### config.mk
export PLATFORM = sky130hd
export DESIGN_NAME = serial_readback_unit
export DESIGN_NICKNAME = d
export VERILOG_FILES = /design/src/rtl/serial_readback_pkg.sv /design/src/rtl/rb_sync_bus.sv /design/src/rtl/rb_instr_decode.sv /design/src/rtl/rb_serializer.sv /design/src/rtl/serial_readback_unit.sv
export SDC_FILE = /design/constraint.sdc
export NUM_CORES = 1
export LEC_CHECK = 0
export BUFFER_PORTS_ARGS = -buffer_cell sky130_fd_sc_hd__buf_4
export CAP_MARGIN = 20
export CORE_MARGIN = 1
export CORE_UTILIZATION = 45
export CTS_CLUSTER_SIZE = 25
export DETAILED_ROUTE_END_ITERATION = 7
export HOLD_SLACK_MARGIN = 0.08
export PLACE_DENSITY = 0.7
export SLEW_MARGIN = 40
export SYNTH_ARGS = -nofsm -noshare
export SYNTH_HDL_FRONTEND = slang
export SYNTH_SLANG_ARGS = --single-unit
### constraint.sdc
create_clock -name clk -period 3.5 [get_ports clk]
set_input_delay 0.35 -clock clk [delete_from_list [all_inputs] [get_ports clk]]
set_output_delay 0.35 -clock clk [all_outputs]
set_load 0.03 [all_outputs]
### src/rtl/serial_readback_pkg.sv
package serial_readback_pkg;

   // serial clock edge on which read data is launched
   typedef enum logic {
      EDGE_FALL = 1'b0,
      EDGE_RISE = 1'b1
   } launch_edge_e;

   // instruction bits ahead of the address field: start, direction, all, edge, order
   localparam int unsigned HDR_BITS = 5;

   // bit order of the synchronized serial bus
   localparam int unsigned SB_SEL  = 2;
   localparam int unsigned SB_SCLK = 1;
   localparam int unsigned SB_SDI  = 0;

endpackage

### src/rtl/rb_sync_bus.sv
module rb_sync_bus #(
   parameter int unsigned N       = 3,
   parameter int unsigned STAGES  = 2,
   parameter logic [N-1:0] RST_VAL = '0
) (
   input  logic         clk,
   input  logic         rst_n,
   input  logic [N-1:0] d_i,
   output logic [N-1:0] q_o
);

   generate
      if (STAGES == 1) begin : g_single
         logic [N-1:0] r;
         always_ff @(posedge clk or negedge rst_n) begin
            if (!rst_n) r <= RST_VAL;
            else        r <= d_i;
         end
         assign q_o = r;
      end else begin : g_chain
         logic [N-1:0] r [STAGES];
         always_ff @(posedge clk or negedge rst_n) begin
            if (!rst_n) begin
               for (int s = 0; s < STAGES; s++) r[s] <= RST_VAL;
            end else begin
               r[0] <= d_i;
               for (int s = 1; s < STAGES; s++) r[s] <= r[s-1];
            end
         end
         assign q_o = r[STAGES-1];
      end
   endgenerate

endmodule

### src/rtl/rb_instr_decode.sv
module rb_instr_decode
   import serial_readback_pkg::*;
#(
   parameter int unsigned AW = 2
) (
   input  logic          clk,
   input  logic          rst_n,
   input  logic          idle_i,
   input  logic          rise_i,
   input  logic          sdi_i,
   output logic          load_o,
   output logic          glob_o,
   output logic          msb_o,
   output logic [AW-1:0] addr_o,
   output logic          armed_o,
   output launch_edge_e  edge_sel_o
);

   localparam int unsigned INS_LEN = HDR_BITS + AW;
   localparam int unsigned CW      = $clog2(INS_LEN + 2);
   localparam int unsigned P_START = INS_LEN - 1;
   localparam int unsigned P_DIR   = INS_LEN - 2;
   localparam int unsigned P_GLOB  = INS_LEN - 3;
   localparam int unsigned P_EDGE  = INS_LEN - 4;
   localparam int unsigned P_ORD   = INS_LEN - 5;
   localparam logic [CW-1:0] CNT_LAST = CW'(INS_LEN - 1);
   localparam logic [CW-1:0] CNT_ARM  = CW'(INS_LEN + 1);

   logic [CW-1:0]      cnt_q;
   logic [INS_LEN-2:0] ins_q;
   logic               ok_q;
   launch_edge_e       edge_q;
   logic [INS_LEN-1:0] full;

   assign full   = {ins_q, sdi_i};
   assign load_o = rise_i && !idle_i && (cnt_q == CNT_LAST)
                   && full[P_START] && full[P_DIR];
   assign glob_o = full[P_GLOB];
   assign msb_o  = full[P_ORD];
   assign addr_o = full[AW-1:0];

   always_ff @(posedge clk or negedge rst_n) begin
      if (!rst_n) begin
         cnt_q  <= '0;
         ins_q  <= '0;
         ok_q   <= 1'b0;
         edge_q <= EDGE_FALL;
      end else if (idle_i) begin
         cnt_q <= '0;
         ok_q  <= 1'b0;
      end else if (rise_i && (cnt_q != CNT_ARM)) begin
         cnt_q <= cnt_q + 1'b1;
         ins_q <= full[INS_LEN-2:0];
         if (load_o) begin
            ok_q   <= 1'b1;
            edge_q <= launch_edge_e'(full[P_EDGE]);
         end
      end
   end

   assign armed_o    = ok_q && (cnt_q == CNT_ARM);
   assign edge_sel_o = edge_q;

endmodule

### src/rtl/rb_serializer.sv
module rb_serializer #(
   parameter int unsigned NCH = 4,
   parameter int unsigned W   = 10,
   parameter int unsigned AW  = 2
) (
   input  logic           clk,
   input  logic           rst_n,
   input  logic           idle_i,
   input  logic           load_i,
   input  logic           glob_i,
   input  logic           msb_i,
   input  logic [AW-1:0]  addr_i,
   input  logic [NCH*W-1:0] words_i,
   input  logic           launch_i,
   output logic           sdo_o,
   output logic           oe_o
);

   localparam int unsigned TOT = NCH * W;
   localparam int unsigned LW  = $clog2(TOT + 1);

   logic [W-1:0]   fwd [NCH];
   logic [W-1:0]   rev [NCH];
   logic [TOT-1:0] img;
   logic [TOT-1:0] sh_q;
   logic [LW-1:0]  left_q;
   logic           fire;

   generate
      for (genvar c = 0; c < NCH; c++) begin : g_ch
         assign fwd[c] = words_i[c*W +: W];
         for (genvar b = 0; b < W; b++) begin : g_bit
            assign rev[c][b] = words_i[c*W + (W-1-b)];
         end
      end
   endgenerate

   // channel 0 sits at the top of the chain and leaves first
   always_comb begin
      img = '0;
      if (glob_i) begin
         for (int c = 0; c < NCH; c++)
            img[(NCH-1-c)*W +: W] = msb_i ? fwd[c] : rev[c];
      end else begin
         img[TOT-1 -: W] = msb_i ? fwd[addr_i] : rev[addr_i];
      end
   end

   assign fire = launch_i && (left_q != '0);

   always_ff @(posedge clk or negedge rst_n) begin
      if (!rst_n) begin
         sh_q   <= '0;
         left_q <= '0;
         sdo_o  <= 1'b0;
         oe_o   <= 1'b0;
      end else if (idle_i) begin
         left_q <= '0;
         sdo_o  <= 1'b0;
         oe_o   <= 1'b0;
      end else if (load_i) begin
         sh_q   <= img;
         left_q <= glob_i ? LW'(TOT) : LW'(W);
      end else if (fire) begin
         sdo_o  <= sh_q[TOT-1];
         sh_q   <= sh_q << 1;
         left_q <= left_q - 1'b1;
         oe_o   <= 1'b1;
      end
   end

endmodule

### src/rtl/serial_readback_unit.sv
module serial_readback_unit
   import serial_readback_pkg::*;
#(
   parameter int unsigned NUM_CH      = 4,
   parameter int unsigned WORD_W      = 10,
   parameter int unsigned SYNC_STAGES = 2
) (
   input  logic                     clk,
   input  logic                     rst_n,
   input  logic                     sel_n_i,
   input  logic                     sclk_i,
   input  logic                     sdi_i,
   input  logic [NUM_CH*WORD_W-1:0] chan_words_i,
   output logic                     sdo_o,
   output logic                     sdo_oe_o
);

   localparam int unsigned AW = $clog2(NUM_CH);

   generate
      if (NUM_CH < 2 || (NUM_CH & (NUM_CH - 1)) != 0) begin : g_bad_ch
         $error("NUM_CH must be a power of two of at least 2");
      end
      if (WORD_W < 1) begin : g_bad_w
         $error("WORD_W must be at least 1");
      end
      if (SYNC_STAGES < 1) begin : g_bad_sync
         $error("SYNC_STAGES must be at least 1");
      end
   endgenerate

   logic [2:0]   sync_lvl;
   logic         idle;
   logic         sclk_prev;
   logic         s_rise;
   logic         s_fall;
   logic         load;
   logic         glob;
   logic         msb;
   logic [AW-1:0] addr;
   logic         armed;
   launch_edge_e edge_sel;
   logic         edge_rise;
   logic         launch;

   rb_sync_bus #(
      .N       (3),
      .STAGES  (SYNC_STAGES),
      .RST_VAL (3'b100)
   ) u_sync (
      .clk   (clk),
      .rst_n (rst_n),
      .d_i   ({sel_n_i, sclk_i, sdi_i}),
      .q_o   (sync_lvl)
   );

   always_ff @(posedge clk or negedge rst_n) begin
      if (!rst_n) sclk_prev <= 1'b0;
      else        sclk_prev <= sync_lvl[SB_SCLK];
   end

   assign idle   = sync_lvl[SB_SEL];
   assign s_rise = sync_lvl[SB_SCLK] && !sclk_prev;
   assign s_fall = !sync_lvl[SB_SCLK] && sclk_prev;

   rb_instr_decode #(.AW(AW)) u_dec (
      .clk        (clk),
      .rst_n      (rst_n),
      .idle_i     (idle),
      .rise_i     (s_rise),
      .sdi_i      (sync_lvl[SB_SDI]),
      .load_o     (load),
      .glob_o     (glob),
      .msb_o      (msb),
      .addr_o     (addr),
      .armed_o    (armed),
      .edge_sel_o (edge_sel)
   );

   assign edge_rise = (edge_sel == EDGE_RISE);
   assign launch    = armed && (edge_rise ? s_rise : s_fall);

   rb_serializer #(.NCH(NUM_CH), .W(WORD_W), .AW(AW)) u_ser (
      .clk      (clk),
      .rst_n    (rst_n),
      .idle_i   (idle),
      .load_i   (load),
      .glob_i   (glob),
      .msb_i    (msb),
      .addr_i   (addr),
      .words_i  (chan_words_i),
      .launch_i (launch),
      .sdo_o    (sdo_o),
      .oe_o     (sdo_oe_o)
   );

endmodule

==> flow_summary.ini, run 1 <==
[grt]
grt-busiest-layer = met2
grt_max_degree = 81
antenna_found_initial = 0
met1_usage = 0.2997
met3_usage = 0.03221
grt_pass1_wl_mm = 14.30
grt_usage = 0.2085
grt-ovfl-total = 0
gr-usage-met2 = 0.3153
grt_pass1_vias = 2885

[timing]
setup_viol = 0
finalCritPeriodShare = 0.6362
hold_viol = 0
drv_slew = 0
max_slew_margin = 0.5091
fin_skew_ps = 10.30
period_needed_ps = 2227
max_freq_mhz = 449.1
worst_pin_slew_ps = 736.3
rsz0062_at_grt = false
setup_tns_ps = 0

[hold_path]
whs_path_depth = 1
hold_path_end = u_sync.g_chain.r[5]
hold_path_class = in2reg
hold_start = sel_n_i

[yosys]
synthCells = 385
yosys-top-cells-area = dfrtp_1 (42%), mux2_2 (10%), mux4_2 (9.3%), nand2_1 (7.2%), a31oi_1 (5.6%)
yosys.area.top_type = dfrtp_1
synth-seq-area-share = 0.4314
syn_nets = 435
syn_area_um2 = 3892
ys_ff_latch = 67
synth_warnings = 0
synthDistinctLibCells = 37
synth_top_area_frac = 0.4179
syn_area_per_cell_um2 = 10.11

[place]
place.port_buffers = 46
dp_hpwl_mm = 5.864
post_dp_cell_area_um2 = 4298
gp_congestion = 0.8944

[setup_path]
worstPathArrival_ps = 2400
start_kind = flip-flop
path_class = reg2reg
crit_fanout = 80
regToRegSetupSlack_ps = 1270
reg2reg_to = u_ser.sh_q[1]
required_ps = 3670
r2r_cells = 7
crit_path_end_kind = flip-flop
r2r-start = u_dec.cnt_q[0]

[power]
p_leak_nw = 1.945
power.density_nw_per_um2 = 446.9
peakVddDrop_uv = 245.7

[clock_network]
clk_pin_slew_ps = 70
ctsResizeCount = 0
clk_latency_ps = 340
numCtsBuffers = 9
root_buffer = clkbuf_8
cts_setup_buffers = 0
cts_buffer_depth = 2
htreeDepth = 3
clock-sinks = 67
cts_tree = yes
ctsHoldBuffers = 1

[final_layout]
layout-drive-gt1-share = 0.2979
syn_to_final_growth_pct = 15.43
nets = 468
fillCellCount = 732
num_antenna_cells = 0
design_area_um2 = 4493

[floorplan]
row_count = 33
ios = 47
initial_core_util = 0.4690
fp.dieH_um = 95.01
core_area_um2 = 8299
dieArea_um2 = 9026
die_w_um = 95.01

[detailed_routing]
viasPerCell = 5.739
wl_per_cell_um = 16.34
drc = 0
drtIter0Drc = 241
postRouteAntennaNets = 0
dr.pass1.iters = 5
routed_wl_mm = 8.628
dr_total_vias = 3030

[outcome]
outcome = finished clean

[job]
cap_violations = 0
[flip-flops by register name, summed over array words and instances, names as in the netlist]
register	cells
sclk_prev	1
u_dec.cnt_q	4
u_dec.edge_sel_o	1
u_dec.ins_q	6
u_dec.ok_q	1
u_ser.left_q	6
u_ser.oe_o	1
u_ser.sdo_o	1
u_ser.sh_q	40
u_sync.g_chain.r	3
u_sync.q_o	3
[cell families (layout without fill, tap and decap cells)]
logic type	Yosys count	in the layout	share of synthesized area
DFF	67	67	0.4314
xor gates and xnor gates	6	6	0.01350
and+or+nand+nor	134	134	0.1469
muxes	58	58	0.2289
buffers and inverters	38	76	0.04757
AOI/OAI and AO/OA	77	77	0.1157
adders and majority gates	5	5	0.01607
[cells in the final DEF, fill, tap and decap left out, types with 2 or more instances in the layout]
cell / synthesis / routed
or3_1: 2 / 2
nand4_1: 3 / 3
clkbuf_1: 15 / 2
xor2_1: 3 / 3
xnor2_1: 3 / 3
o41ai_1: 2 / 2
mux4_2: 16 / 16
ha_1: 5 / 5
buf_4: 0 / 51
nand2_1: 75 / 75
nor2_1: 29 / 29
nand3_1: 3 / 3
mux4_1: 4 / 4
a21oi_1: 31 / 31
o21ai_0: 4 / 4
clkinv_2: 0 / 3
mux2_2: 36 / 36
clkbuf_8: 0 / 9
dfrtp_1: 65 / 65
a31oi_1: 35 / 35
mux2i_1: 2 / 2
nor3_1: 14 / 14
dfstp_2: 2 / 2
inv_1: 6 / 6
buf_12: 0 / 2
[how the worst max path moves through the flow]
stage                         from  depth (start not counted)        endpoint  slack, ps
floorplan           u_dec.cnt_q[0]                          9  u_ser.sh_q[20]       1610
detailed placement   u_sync.q_o[0]                          4  u_ser.sh_q[30]       1290
global placement     u_sync.q_o[0]                          4  u_ser.sh_q[30]       1310
CTS                 u_dec.cnt_q[0]                          7   u_ser.sh_q[1]       1280
global route        u_dec.cnt_q[0]                          7  u_ser.sh_q[13]       1140
finish              u_dec.cnt_q[0]                          7   u_ser.sh_q[1]       1270
[critical path: stages (launching register included)]
cell and delay, ps:
dfrtp_1 400, inv_1 110, ha_1 150, nand4_1 120, or4_2 550, buf_4 370, a21oi_1 280, a31oi_1 70
[metal layers]
| layer | vias up | share of wire |
|---|---|---|
| met4 | 0 | 0.019 |
| met2 | 69 | 0.48 |
| li1 | 1463 | - |
| met1 | 1489 | 0.46 |
| met3 | 9 | 0.035 |
| met5 | - | 0 |
[through the flow]
stage               hold WS [ps]  std cells  setup WS [ps]    util  power [mW]
finish                     114.8        528           1273  0.5414       2.008
global route               97.42        528           1135  0.5414       2.098
CTS                        105.6        528           1282  0.5414       2.014
detailed placement         318.4        511           1291  0.5179       1.394
global placement           336.1        510           1308  0.5155       1.381
floorplan                  54.41        385           1614       -       1.250
[cell type report]
type / count / area, um2 / area share
tap: 105 / 131.4 / 0.02924
multi-input combinational: 280 / 2042 / 0.4545
sequential: 67 / 1679 / 0.3737
clock buffer: 11 / 131.4 / 0.02924
inverter: 6 / 22.52 / 0.005013
timing repair buffer: 54 / 432.9 / 0.09635
clock inverter: 5 / 53.80 / 0.01197
[power breakdown]
part / internal, mW / leakage [nW] / switching, mW
combinational: 0.295 / 0.969 / 0.187
clock: 0.327 / 0.0971 / 0.298
sequential: 0.812 / 0.878 / 0.0878
[cell usage after synthesis]
cell type   n
a21o_1      1
a21oi_1    31
a21oi_2     1
a31o_1      1
a31oi_1    35
a32oi_1     1
and2b_1     1
buf_1       3
buf_2      10
buf_6       4
clkbuf_1   15
dfrtp_1    65
dfstp_2     2
ha_1        5
inv_1       6
mux2_2     36
mux2i_1     2
mux4_1      4
mux4_2     16
nand2_1    75
nand2b_1    1
nand3_1     3
nand4_1     3
nand4b_1    1
nor2_1     29
nor3_1     14
nor3_2      1
nor3b_1     1
nor4_1      1
o21ai_0     4
o21ai_1     1
o41ai_1     2
or3_1       2
or3_4       1
or4_1       1
xnor2_1     3
xor2_1      3
Note: power is estimated with default switching activity, not from simulation.
==> run 2, diff against run 1 <==
- PLACE_DENSITY: 0.7 -> 0.73
- clock period: 3.5 -> 1.8 ns (I/O delays scaled with it)
==> run 2 against run 1 <==
Net effect:
- the run now ends with negative setup slack left
- critical path depth increased by 2
- combinational power increased to 2.8 times the previous value
- maximum frequency increased by 2.8%
- clock skew decreased by 1.0 ps
- global-route usage increased by 6.9 points
- non-clock buffer count increased by 47
- core utilization increased by 15 points
- power increased by 120%
- flip-flop and latch count unchanged
- die area unchanged
- sequential power increased by 84%
- via count increased by 29%
- largest cell class unchanged
- largest power group unchanged
==> flow_summary.ini, run 2 (synthesized netlist as in run 1, its figures left out) <==
[outcome]
outcome = finished, violations left
violations = negative setup slack

[clock_network]
numCtsBuffers = 9
clk_pin_slew_ps = 80
cts_buffer_depth = 2
root_buffer = clkbuf_8
clk_latency_ps = 370
clock-sinks = 67
htreeDepth = 3
cts_tree = yes

[place]
post_dp_cell_area_um2 = 4469
dp_hpwl_mm = 6.311
dp.cells = 527
place.port_buffers = 46
gp_congestion = 0.8316

[grt]
grt_pass1_wl_mm = 18.13
grt_pass1_vias = 3515
grt_usage = 0.2772
antenna_found_initial = 1
grt_max_degree = 45
grt-ovfl-total = 0

[power]
peakVddDrop_uv = 707.6
power_frac_clock = 0.325
combPwrFrac = 0.303
power.density_nw_per_um2 = 777.6
swShare = 0.3246
p_leak_nw = 2.525
seqPwrFrac = 0.372
switching_power_mw = 1.447
p_int_mw = 3.010

[final_layout]
layout-drive-gt1-share = 0.5572
largest-register = u_ser.sh_q
mostFrequentLayoutCells = buf_4 (68), dfrtp_1 (64), nand2_1 (47)
syn_to_final_growth_pct = 47.22
nets = 517
top_regs = u_ser.sh_q x40, u_dec.ins_q x6, u_ser.left_q x6
stdcell_count = 578
design_area_um2 = 5731
largest_reg_flops = 40
final_common_cell = buf_4

[floorplan]
initial_core_util = 0.4690
dieArea_um2 = 9026
fp.dieH_um = 95.01
row_count = 33
ios = 47
die_w_um = 95.01
core_area_um2 = 8299

[detailed_routing]
wl_per_cell_um = 25.19
routed_wl_mm = 14.56
viasPerCell = 6.749
drc = 0
dr_total_vias = 3901
postRouteAntennaNets = 0
dr.pass1.iters = 7
drtIter0Drc = 591

[hold_path]
hold_start = chan_words_i[20]
hold_path_class = in2reg
whs_path_depth = 4

[setup_path]
worstPathArrival_ps = 2380
path_cells = inv_2 -> buf_6 -> ha_4 -> nand4_1 -> or4_4 -> buf_12 -> buf_12 -> nand2_1 -> o21ai_0
regToRegSetupSlack_ps = -370
critPathSlowestCell = or4_4
required_ps = 2020
r2r_cells = 9
start_kind = flip-flop
crit_start = u_dec.cnt_q[0]
cpPeakStageDelay_ps = 600
path_class = reg2reg
crit_fanout = 20
crit_path_end_kind = flip-flop
r2r-start = u_dec.cnt_q[0]
crit_path_frequent_cell = buf_12

[timing]
setup_viol = 47
max_slew_margin = 0.5867
worst_slack_ps = -366.1
setup_tns_ps = -11920
fin_skew_ps = 9.287
max_freq_mhz = 461.7
period_needed_ps = 2166
drv_slew = 0
rsz0062_at_grt = true
worst_pin_slew_ps = 620.0
finalCritPeriodShare = 1.203
hold_viol = 0

[job]
cap_violations = 0
[run 2: cell types whose count changed in the layout (fill, tap and decap cells not counted), moves of 6 or more]
cell | before | now
buf_4 | 51 | 68
nand2_2 | 0 | 15
a21oi_1 | 31 | 5
nand2_1 | 75 | 47
clkbuf_16 | 0 | 7
nor3_1 | 14 | 8
buf_16 | 0 | 6
a21oi_2 | 1 | 22
nor2_1 | 29 | 17
buf_6 | 0 | 9
nor2_2 | 0 | 8
nand2_4 | 0 | 13
[run 2: metal layers]
layer / global-route usage / vias to the layer above / wire length [um]
met2: 0.4424 / 324 / 6890
met1: 0.3444 / 1901 / 5245
met3: 0.08937 / 108 / 1557
li1: - / 1568 / -
met5: 0 / - / 0
met4: 0.1187 / 0 / 869
[run 2: per-stage QoR]
stage	total power [mW]	worst slack (ps)	util	hold slack (ps)
detailed placement	2.786	-238.3	0.5385	154.6
global route	4.599	-506.4	0.6905	291.3
floorplan	2.434	-56.67	-	-115.6
global placement	2.773	-161.7	0.5385	157.3
finish	4.456	-366.1	0.6905	283.9
CTS	4.222	-192.4	0.6235	229.8
[run 2: cell type report]
| type | count | area, um2 |
|---|---|---|
| multi-input combinational | 282 | 2536 |
| sequential | 67 | 1680 |
| fill | 507 | 2569 |
| tap | 105 | 131.4 |
| clock inverter | 7 | 101.3 |
| timing repair buffer | 101 | 1132 |
| inverter | 6 | 22.52 |
| antenna | 1 | 2.502 |
| clock buffer | 9 | 123.9 |
[run 2: path summary, 6_finish.rpt]
check	end
min in group asynchronous	u_dec.ins_q[5]
min reg2reg	u_sync.q_o[0]
max	u_ser.sh_q[0]
max reg2reg	u_ser.sh_q[0]
max in group asynchronous	u_ser.sh_q[28]
min	u_ser.sh_q[19]
[run 2: power by group through the flow]
stage	Sequential, mW	Clock [mW]	Combinational (mW)
2_1_floorplan	1.64	0	0.795
3_3_place_gp	1.68	0	1.09
3_5_place_dp	1.68	0	1.10
4_1_cts	1.65	1.44	1.13
5_1_grt	1.67	1.53	1.40
6_report	1.66	1.45	1.35
[run 2: critical path: cells and delay by family, from the launching register on]
family                   cells  cell delay, ps
AO/OA/AOI/OAI                1             140
buffers and inverters        4             540
flip-flops                   1             410
AND/OR/NAND/NOR              3             790
adder cells (fa/ha/maj)      1             110
[run 2: timing repair]
item                                    in CTS  in global routing
hold endpoints to repair                    34                  0
gates resized for setup                     37                103
pin swaps                                   17                 49
hold buffers                                 4                  0
endpoints found under the setup margin      46                 50
setup buffers                               13                  6
gates cloned                                 9                  8
==> run 3, diff against run 2 <==
- CORE_UTILIZATION: 45 -> 53
- PLACE_DENSITY: 0.73 -> 0.83
==> run 3 against run 2 <==
Net effect:
- the run still ends with negative setup slack left
- wire length decreased by 4.2%
- critical path depth decreased by 1
- core utilization increased by 6.8 points
- die area down 15%
- register-to-register slack about the same
- clock power fell by 14%
- maximum frequency down 0.50%
- flip-flop and latch count stayed put
- sequential share of layout area is 2.6 points higher
- clock-buffer cell count rose by 3
- combinational power shrank 7%
- clock skew up 1.0 ps
- critical endpoint is now u_ser.sh_q[26]
- largest power group unchanged
- highest routed layer unchanged
==> flow_summary.ini, run 3 (synthesized netlist as in run 1, its figures left out) <==
[floorplan]
initial_core_util = 0.5605
fp.dieH_um = 87.70
dieArea_um2 = 7691
core_area_um2 = 6944
row_count = 30
die_w_um = 87.70
ios = 47

[setup_path]
path_class = reg2reg
worstPathArrival_ps = 2390
crit_fanout = 38
crit_path_end_kind = flip-flop
r2r_cells = 8
required_ps = 2020
start_kind = flip-flop

[clock_network]
cts_tree = yes
htreeDepth = 3
cts_buffer_depth = 2
root_buffer = clkbuf_8
numCtsBuffers = 9
clock-sinks = 67
clk_pin_slew_ps = 70
clk_latency_ps = 360

[job]
cap_violations = 0

[timing]
max_slew_margin = 0.6465
max_freq_mhz = 459.4
finalCritPeriodShare = 1.209
worst_pin_slew_ps = 530.2
drv_slew = 0
period_needed_ps = 2177
rsz0062_at_grt = true
setup_viol = 47
worst_slack_ps = -376.9
fin_skew_ps = 10.28
hold_viol = 0

[grt]
antenna_found_initial = 0
grt_usage = 0.3316
grt-ovfl-total = 0
grt_pass1_wl_mm = 18.82
grt_pass1_vias = 3750
grt_max_degree = 43

[detailed_routing]
dr_total_vias = 3908
routed_wl_mm = 13.94
drtIter0Drc = 444
postRouteAntennaNets = 0
drc = 0
viasPerCell = 6.905
wl_per_cell_um = 24.64
dr.pass1.iters = 7

[outcome]
outcome = finished, violations left
violations = negative setup slack

[place]
post_dp_cell_area_um2 = 4496
place.port_buffers = 46
dp_hpwl_mm = 6.878
gp_congestion = 0.8646

[final_layout]
fin_util = 0.7587
final_common_cell = buf_4
largest-register = u_ser.sh_q
largest_reg_flops = 40
layout-drive-gt1-share = 0.4447
num_antenna_cells = 0
nets = 516
top_regs = u_ser.sh_q x40, u_dec.ins_q x6, u_ser.left_q x6
syn_to_final_growth_pct = 35.36
design_area_um2 = 5269
mostFrequentLayoutCells = buf_4 (77), dfrtp_1 (64), nand2_1 (62)

[power]
peakVddDrop_uv = 947.2
p_leak_nw = 2.363
power.density_nw_per_um2 = 796.5

[hold_path]
hold_path_class = in2reg
whs_path_depth = 4
[run 3: layout make-up]
type | count | area (um2)
inverters | 6 | 22.52
fillers | 404 | 1675
clock inverters | 3 | 40.04
clock buffers | 12 | 145.1
flip-flops and latches | 67 | 1680
repair buffers | 99 | 997.2
multi-input cells | 283 | 2263
well taps | 96 | 120.1
[run 3: critical path, cell delays in order, from the launching register on]
cell and delay (ps):
dfrtp_1 390, inv_2 80, buf_4 110, ha_1 130, nand4_1 110, or4_4 530, buf_12 220, a21oi_1 330
nor3_1 120
[run 3: worst paths after layout]
check | from | end | slack, ps
worst max-delay path | u_dec.cnt_q[0] | u_ser.sh_q[26] | -380
worst min-delay path | chan_words_i[39] | u_ser.sh_q[0] | 270
worst max register to register | u_dec.cnt_q[0] | u_ser.sh_q[26] | -380
worst min register to register | u_sync.g_chain.r[3] | u_sync.q_o[0] | 360
max in group asynchronous | rst_n | u_ser.sh_q[28] | 920
min in group asynchronous | rst_n | u_ser.sh_q[37] | 310
[run 3: through the flow]
stage / instances / setup WS (ps) / setup TNS, ps / hold WS (ps) / total power [mW]
3_3_place_gp: 523 / -128.4 / -4521 / 147.7 / 2.805
4_1_cts: 559 / -151.6 / -5023 / 258.0 / 4.084
6_report: 566 / -376.9 / -8620 / 270.1 / 4.197
3_5_place_dp: 523 / -205.6 / -7475 / 151.3 / 2.837
5_1_grt: 566 / -575.0 / -11490 / 276.7 / 4.318
2_1_floorplan: 385 / -56.67 / -909.9 / -115.6 / 2.434
[run 3: what timing repair did]
| action | in CTS | in global routing |
|---|---|---|
| hold endpoints to repair | 31 | 0 |
| hold buffers | 4 | 0 |
| gates cloned | 6 | 3 |
| resized for setup | 16 | 43 |
| buffers inserted | 11 | 4 |
| pin swaps | 6 | 31 |
| endpoints found under the setup margin | 45 | 56 |
[run 3: per-layer routing]
layer | wire length [um] | global-route usage | vias to the layer above
li1 | - | - | 1565
met1 | 4712 | 0.4057 | 1854
met2 | 6462 | 0.5356 | 356
met3 | 1691 | 0.06692 | 133
met4 | 1078 | 0.2176 | 0
met5 | 0 | 0 | -
[run 3: power breakdown]
group          internal, mW  switching [mW]  total [mW]
Combinational         0.661           0.597        1.26
Clock                 0.667           0.587        1.25
Sequential             1.58           0.103        1.69
